### src/rtl/edid_mbox_pkg.sv
package edid_mbox_pkg;

    typedef enum logic [1:0] {
        FS_IDLE  = 2'd0,
        FS_FETCH = 2'd1,
        FS_HOLD  = 2'd2
    } fetch_state_t;

    localparam logic [7:0] IDX_STAT_FW   = 8'h10;
    localparam logic [7:0] IDX_STAT_LINK = 8'h11;
    localparam logic [7:0] IDX_STAT_HPD  = 8'h12;
    localparam logic [7:0] IDX_PTR       = 8'h18;
    localparam logic [7:0] IDX_MIRROR    = 8'h19;
    localparam logic [7:0] IDX_VALID     = 8'h1A;
    localparam logic [7:0] IDX_DATA0     = 8'h1C;
    localparam logic [7:0] IDX_DATA1     = 8'h1D;
    localparam logic [7:0] IDX_DATA2     = 8'h1E;
    localparam logic [7:0] IDX_DATA3     = 8'h1F;
    localparam logic [7:0] IDX_CTRL      = 8'h20;
    localparam logic [7:0] IDX_LAT       = 8'h21;

    localparam int LANES  = 4;
    localparam int FW_BIT = 5;

endpackage

### src/rtl/mbox_store.sv
module mbox_store #(
    parameter int ADDR_W = 8
) (
    input  logic                   clk,
    input  logic                   we,
    input  logic [ADDR_W-1:0]      waddr,
    input  logic [7:0]             wdata,
    input  logic [7:0]             ptr,
    output logic [3:0][7:0]        lanes
);
    localparam int DEPTH = 1 << ADDR_W;
    localparam int BA_W  = (ADDR_W > 10) ? ADDR_W + 1 : 11;

    logic [7:0] mem [DEPTH];

    always_ff @(posedge clk) begin
        if (we) begin
            mem[waddr] <= wdata;
        end
    end

    for (genvar g = 0; g < 4; g++) begin : g_lane
        logic [BA_W-1:0] ba;
        logic            in_range;

        always_comb begin
            ba       = BA_W'({ptr, 2'b00}) + BA_W'(g);
            in_range = (ba < BA_W'(DEPTH));
            lanes[g] = in_range ? mem[ba[ADDR_W-1:0]] : 8'h00;
        end
    end

endmodule

### src/rtl/mbox_fetch.sv
module mbox_fetch
    import edid_mbox_pkg::*;
#(
    parameter int PTR_MAX = 64,
    parameter int LAT_W   = 8
) (
    input  logic              clk,
    input  logic              rst_n,
    input  logic              ptr_wr,
    input  logic [7:0]        ptr_val,
    input  logic [LAT_W-1:0]  lat,
    input  logic              stat_ok,
    input  logic [3:0][7:0]   lanes,
    output logic              valid,
    output logic [7:0]        mirror,
    output logic [3:0][7:0]   snap
);
    localparam logic [7:0] PTR_LIM = PTR_MAX[7:0];

    fetch_state_t     st, st_n;
    logic [LAT_W-1:0] cnt, cnt_n;
    logic             cap;
    logic [7:0]       mirror_q;
    logic [3:0][7:0]  snap_q;

    // next-state logic
    always_comb begin
        st_n  = st;
        cnt_n = cnt;
        cap   = 1'b0;
        unique case (st)
            FS_IDLE: begin
            end
            FS_FETCH: begin
                if (!stat_ok) begin
                    st_n = FS_IDLE;
                end else if (cnt == '0) begin
                    if (ptr_val <= PTR_LIM) begin
                        st_n = FS_HOLD;
                        cap  = 1'b1;
                    end else begin
                        st_n = FS_IDLE;
                    end
                end else begin
                    cnt_n = cnt - 1'b1;
                end
            end
            FS_HOLD: begin
                if (!stat_ok) begin
                    st_n = FS_IDLE;
                end
            end
            default: st_n = FS_IDLE;
        endcase
        if (ptr_wr) begin
            st_n  = FS_FETCH;
            cnt_n = (lat == '0) ? '0 : lat - 1'b1;
            cap   = 1'b0;
        end
    end

    // state register
    always_ff @(posedge clk) begin
        if (!rst_n) begin
            st       <= FS_IDLE;
            cnt      <= '0;
            mirror_q <= '0;
            snap_q   <= '0;
        end else begin
            st  <= st_n;
            cnt <= cnt_n;
            if (cap) begin
                mirror_q <= ptr_val;
                snap_q   <= lanes;
            end
        end
    end

    // outputs
    always_comb begin
        valid  = (st == FS_HOLD);
        mirror = mirror_q;
        snap   = snap_q;
    end

    assert_valid_gated_R8: assert property (@(posedge clk) disable iff (!rst_n)
        valid |-> $past(stat_ok));

    assert_ptr_clears_valid_R4: assert property (@(posedge clk) disable iff (!rst_n)
        ptr_wr |=> !valid);

    assert_out_of_range_R7: assert property (@(posedge clk) disable iff (!rst_n)
        valid |-> (mirror <= PTR_LIM));

    assert_mirror_echo_R5: assert property (@(posedge clk) disable iff (!rst_n)
        valid |-> (mirror == ptr_val));

endmodule

### src/rtl/mbox_regs.sv
module mbox_regs
    import edid_mbox_pkg::*;
#(
    parameter int LAT_W   = 8,
    parameter int LAT_RST = 4
) (
    input  logic              clk,
    input  logic              rst_n,
    input  logic              host_wr,
    input  logic [7:0]        host_idx,
    input  logic [7:0]        host_wdata,
    input  logic [7:0]        host_wmask,
    input  logic              fw_running,
    input  logic              link_up,
    input  logic              hpd_present,
    input  logic              valid,
    input  logic [7:0]        mirror,
    input  logic [3:0][7:0]   snap,
    output logic [7:0]        ptr_q,
    output logic              ptr_wr,
    output logic [LAT_W-1:0]  lat_q,
    output logic [7:0]        host_rdata
);
    logic [7:0] ctrl_q;
    logic [7:0] lat_full;
    logic       wr_ctrl, wr_lat;

    always_comb begin
        ptr_wr  = host_wr && (host_idx == IDX_PTR);
        wr_ctrl = host_wr && (host_idx == IDX_CTRL);
        wr_lat  = host_wr && (host_idx == IDX_LAT);
        lat_full = 8'(lat_q);
    end

    always_ff @(posedge clk) begin
        if (!rst_n) begin
            ptr_q  <= '0;
            ctrl_q <= '0;
            lat_q  <= LAT_W'(LAT_RST);
        end else begin
            if (ptr_wr) begin
                ptr_q <= (ptr_q & ~host_wmask) | (host_wdata & host_wmask);
            end
            if (wr_ctrl) begin
                ctrl_q <= (ctrl_q & ~host_wmask) | (host_wdata & host_wmask);
            end
            if (wr_lat) begin
                lat_q <= LAT_W'((lat_full & ~host_wmask) | (host_wdata & host_wmask));
            end
        end
    end

    always_comb begin
        host_rdata = 8'h00;
        case (host_idx)
            IDX_STAT_FW:   host_rdata[FW_BIT] = fw_running;
            IDX_STAT_LINK: host_rdata[0] = link_up;
            IDX_STAT_HPD:  host_rdata[0] = hpd_present;
            IDX_PTR:       host_rdata = ptr_q;
            IDX_MIRROR:    host_rdata = mirror;
            IDX_VALID:     host_rdata[0] = valid;
            IDX_DATA0:     host_rdata = snap[0];
            IDX_DATA1:     host_rdata = snap[1];
            IDX_DATA2:     host_rdata = snap[2];
            IDX_DATA3:     host_rdata = snap[3];
            IDX_CTRL:      host_rdata = ctrl_q;
            IDX_LAT:       host_rdata = lat_full;
            default:       host_rdata = 8'h00;
        endcase
    end

    assert_ro_ptr_stable_R9: assert property (@(posedge clk) disable iff (!rst_n)
        (host_wr && host_idx != IDX_PTR) |=> $stable(ptr_q));

endmodule

### src/rtl/edid_mbox.sv
module edid_mbox #(
    parameter int ADDR_W  = 8,
    parameter int PTR_MAX = 64,
    parameter int LAT_W   = 8,
    parameter int LAT_RST = 4
) (
    input  logic              clk,
    input  logic              rst_n,
    input  logic              host_wr,
    input  logic [7:0]        host_idx,
    input  logic [7:0]        host_wdata,
    input  logic [7:0]        host_wmask,
    output logic [7:0]        host_rdata,
    input  logic              fw_running,
    input  logic              link_up,
    input  logic              hpd_present,
    input  logic              tbl_we,
    input  logic [ADDR_W-1:0] tbl_addr,
    input  logic [7:0]        tbl_wdata
);
    logic [7:0]       ptr_q;
    logic             ptr_wr;
    logic [LAT_W-1:0] lat_q;
    logic             stat_ok;
    logic             valid;
    logic [7:0]       mirror;
    logic [3:0][7:0]  lanes;
    logic [3:0][7:0]  snap;

    assign stat_ok = fw_running & link_up & hpd_present;

    mbox_store #(.ADDR_W(ADDR_W)) u_store (
        .clk   (clk),
        .we    (tbl_we),
        .waddr (tbl_addr),
        .wdata (tbl_wdata),
        .ptr   (ptr_q),
        .lanes (lanes)
    );

    mbox_fetch #(.PTR_MAX(PTR_MAX), .LAT_W(LAT_W)) u_fetch (
        .clk     (clk),
        .rst_n   (rst_n),
        .ptr_wr  (ptr_wr),
        .ptr_val (ptr_q),
        .lat     (lat_q),
        .stat_ok (stat_ok),
        .lanes   (lanes),
        .valid   (valid),
        .mirror  (mirror),
        .snap    (snap)
    );

    mbox_regs #(.LAT_W(LAT_W), .LAT_RST(LAT_RST)) u_regs (
        .clk         (clk),
        .rst_n       (rst_n),
        .host_wr     (host_wr),
        .host_idx    (host_idx),
        .host_wdata  (host_wdata),
        .host_wmask  (host_wmask),
        .fw_running  (fw_running),
        .link_up     (link_up),
        .hpd_present (hpd_present),
        .valid       (valid),
        .mirror      (mirror),
        .snap        (snap),
        .ptr_q       (ptr_q),
        .ptr_wr      (ptr_wr),
        .lat_q       (lat_q),
        .host_rdata  (host_rdata)
    );

endmodule

### config.mk
export PLATFORM = sky130hd
export DESIGN_NAME = edid_mbox
export DESIGN_NICKNAME = d
export VERILOG_FILES = /design/src/rtl/edid_mbox_pkg.sv /design/src/rtl/mbox_store.sv /design/src/rtl/mbox_fetch.sv /design/src/rtl/mbox_regs.sv /design/src/rtl/edid_mbox.sv
export SDC_FILE = /design/constraint.sdc
export NUM_CORES = 2
export LEC_CHECK = 0
export BUFFER_PORTS_ARGS = -buffer_cell sky130_fd_sc_hd__clkbuf_2
export CAP_MARGIN = 10
export CORE_ASPECT_RATIO = 1.75
export CORE_MARGIN = 4
export CORE_UTILIZATION = 23
export DETAILED_ROUTE_END_ITERATION = 10
export GPL_TIMING_DRIVEN = 0
export PLACE_DENSITY = 0.33
export SYNTH_ARGS = -nofsm -noshare
export SYNTH_HDL_FRONTEND = slang
export SYNTH_SLANG_ARGS = --single-unit
### constraint.sdc
create_clock -name clk -period 2.58 [get_ports clk]
set_clock_uncertainty 0.1 [all_clocks]
set_input_delay 0.387 -clock clk [delete_from_list [all_inputs] [get_ports clk]]
set_output_delay 0.387 -clock clk [all_outputs]
set_load 0.05 [all_outputs]
# Yosys cells after proc, flatten, opt, wreduce, memory -nomap -nowiden
# Memory sizes are Yosys's and may differ from the RTL's. A register that Yosys moved wholly into a read port is not among the register bits.
# Cells that the tools add are included.
# classes
reduce_logical	12
eq_ne	20
n_mux	28
add_sub_neg	5
order_cmp	5
bitwise	12
# op_table
cell	count
8-bit two-way mux	11
8-bit by 5-bit equality test with 1-bit output, second input constant	10
11-bit by 9-bit < comparator with 1-bit output, second input constant	3
8-bit AND	4
4-bit one-hot mux with 8 select lines	1
8-bit OR	3
10-bit by 2-bit adder with 11-bit output, second input constant	2
8-bit by 6-bit equality test with 1-bit output, second input constant	2
8-bit logical NOT	2
2-bit one-hot mux with 8 select lines	1
8-bit by 1-bit subtractor with 8-bit output, second input constant	2
10-bit by 1-bit adder with 11-bit output, second input constant	1
1-bit one-hot mux with 11 select lines	1
10-bit by 9-bit < comparator with 1-bit output, second input constant	1
1-bit one-hot mux with 9 select lines	1
3-bit AND reduction	3
8-bit by 7-bit <= comparator with 1-bit output, second input constant	1
1-bit two-way mux	8
2-bit two-way mux	4
8-bit NOT	1
2-bit inequality test, second input constant	3
3-bit inequality test, second input constant	2
2-bit one-hot mux with 3 select lines	1
4-bit inequality test, second input constant	1
other kinds (8)	13
# totals
input_bits	47
ff_bits	74
elab_cells	94
mem_bits_rw	2048
n_memories	1
# mem_list
name	words	width	read_ports	rd_clocked_by_memory_dff	wr	line	text
u_store.mem	256	8	4	1	1	mbox_store.sv:14	logic [7:0] mem [DEPTH];

# Longest topological paths before layout
# logic_depth
depth_word	6
ltp_mapped	11
mapped_depth_nobuf	8

# By module
# From an unflattened synthesis, not the netlist that was laid out.
# unflattened
hier_cells	3965
area_unflattened_um2	83547.6
# modules_own_cells
mod	cells_per_inst	seq_area_each_um2	n_inst	area_each_um2
mbox_store	3484	61499.0	1	79447.4
mbox_fetch	268	1001.0	1	2358.5
mbox_regs	212	480.5	1	1735.4
edid_mbox	1	0.0	1	6.3

# Least setup slack after synthesis
# No wires, ideal clock.
# synth_path
path_kind	input port to output port
start	input host_idx[1]
end	output host_rdata[0]
arrival_ns	2.275
t_required_ns	2.093
slack_ns	-0.182
path_stages	4
n_path_buf	1
path_cell_list	clkbuf_1 > mux2_2 > a221oi_1 > o31ai_1
# synth_between
elab_chain_cells	2
word_cells_on_any_way	12
cone_classes	11 x eq/ne; 1 x mux
# synth_rtl
item	line	text
from (decl)	edid_mbox.sv:10	input logic [7:0] host_idx,
8-bit by 6-bit equality test with 1-bit output / 8-bit by 5-bit equality test with 1-bit output (equally long branches)	mbox_regs.sv:55	case (host_idx)
1-bit one-hot mux with 11 select lines (*)	mbox_regs.sv:55	
to (decl)	edid_mbox.sv:13	output logic [7:0] host_rdata,
# Mark *: on every way between the ends. The rest lies on a longest branch, timed or not.

# Worst setup path in the final report
# layout_path
start	register u_regs.ptr_q[4]
end	output host_rdata[4]
# layout_between
elab_chain_cells	1
# layout_rtl
item	line	text
from (decl)	mbox_regs.sv:19	output logic [7:0] ptr_q,
from (signal assigned)	mbox_regs.sv:42	ptr_q <= (ptr_q & ~host_wmask) | (host_wdata & host_wmask);
4-bit one-hot mux with 8 select lines	mbox_regs.sv:55	
# No other way between the ends.

==> flow_summary.ini <==
[run_status]
outcome = complete, but fails checks
failed_checks = setup timing

[pwr]
p_clk_share_pct = 44.2
pwr-share-seq_pct = 53.9
switchingPower_uw = 14900
swShare_pct = 21.1
p_per_area_nw_per_um2 = 675
intPower_uw = 55500
ir_drop_v = 0.000497
leakage_uw = 0.0311
comb_power_share_pct = 1.9

[routing]
detail_route.wl_per_cell_um = 33.3
wl_met2_um = 191000
wirelength_um = 323000
first_pass_iters = 5
antenna_left = 0
vias = 43000
met1_length_um = 109000
first_iter_violations = 2936
wl_met3_um = 9110
highest_layer = met5
vias_per_cell = 4.44
drc = 0

[worst_setup_path]
rrSetupSlack_ns = -0.44
critPathMaxStageDelay_ns = 0.38
crit_end = host_rdata[4]
path_cells = buf_12 > buf_12 > clkbuf_16 > buf_12 > clkbuf_16 > a222oi_1 > nand3_2 > clkbuf_16
rr_endpoint = u_fetch.snap[23]
required_ns = 2.09
startpoint = u_regs.ptr_q[4]
cp-end-kind = output port
ff2ff_path_depth = 10
crit_type = reg -> out
cpMaxStageDelayCell = dfxtp_4
arrival_ns = 2.86
cp_max_fo = 8
cp-start-kind = register
r2r-start = u_regs.ptr_q[0]

[layout]
drive_above_1_share_pct = 35.2
finalNonFillerCells = 9680
syn2layout_area_growth_pct = 25.0
n_fill_cell = 35400
final_core_util_pct = 28.8
nNetsFinal = 4862

[grt]
grt_overflow = 0
track_usage_pct = 16.9
grt_pass1_vias = 46100
grt_start_max_net_pins = 121
antenna_found_initial = 14
grt_pass1_wl_um = 428000

[timing]
setup_violations = 161
period_share_pct = 130
finalHoldViolations = 0
grt_setup_unrepaired = yes
final_max_slew_viol_count = 0
worst_slack_ns = -0.768
maxSlewHeadroom_pct = 4.71
tightest_slew_ns = 1.43
period_needed_ns = 3.35
timing.hold.ws_ns = 0.118
max_freq_ghz = 0.299

[yosys]
netlist_instances = 4272
ys_ff_latch = 2128
syn_avg_cell_area_um2 = 19.5
seq_area_frac_synth_pct = 75.7
synth-edff-count = 2048
synth_ff_type = edfxtp_1
netlist.top_cell.by_area = edfxtp_1
synthDistinctLibCells = 64
ys_warn_count = 0
synth_top_cells_by_area = edfxtp_1, mux4_2, mux2i_1
syn-num-nets = 4323
yosys.area.top_type_share_pct = 73.8
synth_area_um2 = 83400
async_flop_share_pct = 0

[placed_design]
gp_congestion = 0.827
dpl.hpwl_um = 230000
io_buffers = 49
dp_cells = 9107

[clock_network]
htreeDepth = 4
cts_root_buffer = clkbuf_16
clkTransAtPathRegs_ns = 0.07
cts.sinks = 2128
cts_tree = done
cts_buffer_depth = 4
numCtsBuffers = 210
clk-insertion-delay-late_ns = 0.91

[job]
max-cap-violations = 0

[floorplan]
die_x_um = 463
die_area_um2 = 373000
fp.dieH_um = 805
start_util_pct = 23.1
design.core.area_um2 = 361000
ios = 55
fp-row-count = 292

[min_path]
hp-class = in -> reg
[worst min-delay path by stage]
stage | end | cells past startpoint | startpoint | slack, ns
floorplan | u_fetch.snap[23] | 1 | u_fetch.snap[23] | 0.32
global placement | u_fetch.snap[31] | 1 | u_fetch.snap[31] | 0.33
detailed placement | u_fetch.snap[31] | 1 | u_fetch.snap[31] | 0.34
CTS | register | 6 | host_wr | 0.06
global route | register | 6 | host_wr | 0.15
finish | register | 6 | host_wr | 0.12
[synth_stat cells (all sizes together) (2+ instances only)]
cell type  instances
inv               10
edfxtp          2048
a2111oi           39
a21o               2
a211oi            68
xnor2              4
nor4              26
nor4b              2
ha                 4
a22oi             57
dfxtp             80
a2bb2oi           19
and2               5
nand4             25
nor2             284
a222oi             6
nand3             92
or4                3
a221oi             4
nand3b             3
o211a              2
and3               5
o22ai             22
or3                4
nand2b            38
buf              128
and4bb             2
nor3               9
o221ai             2
xor2               3
nand2            131
mux4             410
o221a              2
clkbuf           139
or2                4
a21oi             61
a21boi             8
o21ai             19
nor2b            105
a31oi              3
a22o              62
mux2              42
mux2i            278
[what timing repair did]
item                                   in CTS  in global routing
pin swaps                                  48                 71
cloned                                      0                  5
endpoints found under the hold margin     272                  0
hold buffers                               39                  0
setup endpoints to repair                1398                635
buffers inserted                           79                 78
gates resized for setup                   934                263
[metrics by stage]
step | area, µm² | total power, µW | setup TNS [ns] | worst slack, ns
detailed placement | 91100 | 39900 | -2413.12 | -2.22
CTS | 102000 | 71300 | -30.30 | -0.894
global route | 104000 | 72700 | -16.54 | -0.868
global placement | 89500 | 40000 | - | -4.02
finish | 104000 | 70300 | -20.99 | -0.768
floorplan | 83400 | 38800 | 0 | 0.0247
[layout by cell type, fill, tap and decap left out, drive strengths merged, types with 25 or more instances in the layout]
master,synthesis,final
clkbuf,139,428
nand2,131,131
a21oi,61,61
nand2b,38,38
nand4,25,25
dfxtp,80,80
mux2,42,42
nor2,284,284
dlygate4sd3,0,39
edfxtp,2048,2048
clkinv,0,80
buf,128,383
mux4,410,410
nor4,26,26
a211oi,68,68
a22o,62,62
a2111oi,39,39
mux2i,278,278
nand3,92,92
nor2b,105,105
a22oi,57,57
[state kept, by name, indices dropped and copies added, names as in the netlist, named ones only]
register        flops
u_store.mem      2048
u_regs.ptr_q        6
u_fetch.snap       32
u_fetch.cnt         8
u_fetch.st          2
u_fetch.mirror      8
[cell type report]
cell class | instances | area, µm² | area share (%)
Antenna cell | 8 | 20.0 | 0.0192
Buffer | 256 | 2800 | 2.69
Clock buffer | 259 | 5530 | 5.31
Clock inverter | 110 | 1100 | 1.05
Inverter | 10 | 40.0 | 0.0384
Multi-Input combinational cell | 1867 | 21900 | 21.0
Sequential cell | 2128 | 63100 | 60.6
Tap cell | 4704 | 5890 | 5.65
Timing Repair Buffer | 338 | 3850 | 3.70
[critical path, delay by kind of cell, from the launching register on]
| family | cells | cell delay (ns) |
|---|---|---|
| buf+inv | 6 | 0.97 |
| compound gates | 1 | 0.34 |
| flops | 1 | 0.38 |
| simple gates | 1 | 0.24 |
[power groups by stage]
stage	sequential (µW)	combinational, µW	clock (µW)
after floorplan	38700	193	0
after global placement	38900	1090	0
after detailed placement	38700	1240	0
after CTS	37900	1340	32100
after global routing	37900	1410	33400
final	37900	1330	31100
[metal layers]
| metal | vias to the layer above | GRT usage [%] |
|---|---|---|
| met5 | - | 0 |
| met4 | 6 | 5.98 |
| met3 | 348 | 1.66 |
| met2 | 792 | 35.0 |
| met1 | 23300 | 17.1 |
| li1 | 18500 | - |
[logic make-up (layout without fill, tap and decap cells)]
group                    Yosys count  after routing  share of synthesized area (%)
AO/OA/AOI/OAI                    381            381                           3.38
AND/OR/NAND/NOR                  745            745                           4.30
multiplexers                     730            730                           15.0
flip-flops                      2128           2128                           75.7
buffers and inverters            277            973                           1.53
adder cells (fa/ha/maj)            4              4                         0.0600
XOR/XNOR                           7              7                         0.0735
other                              0              8                              0
Note: power is estimated with default switching activity, not from simulation.
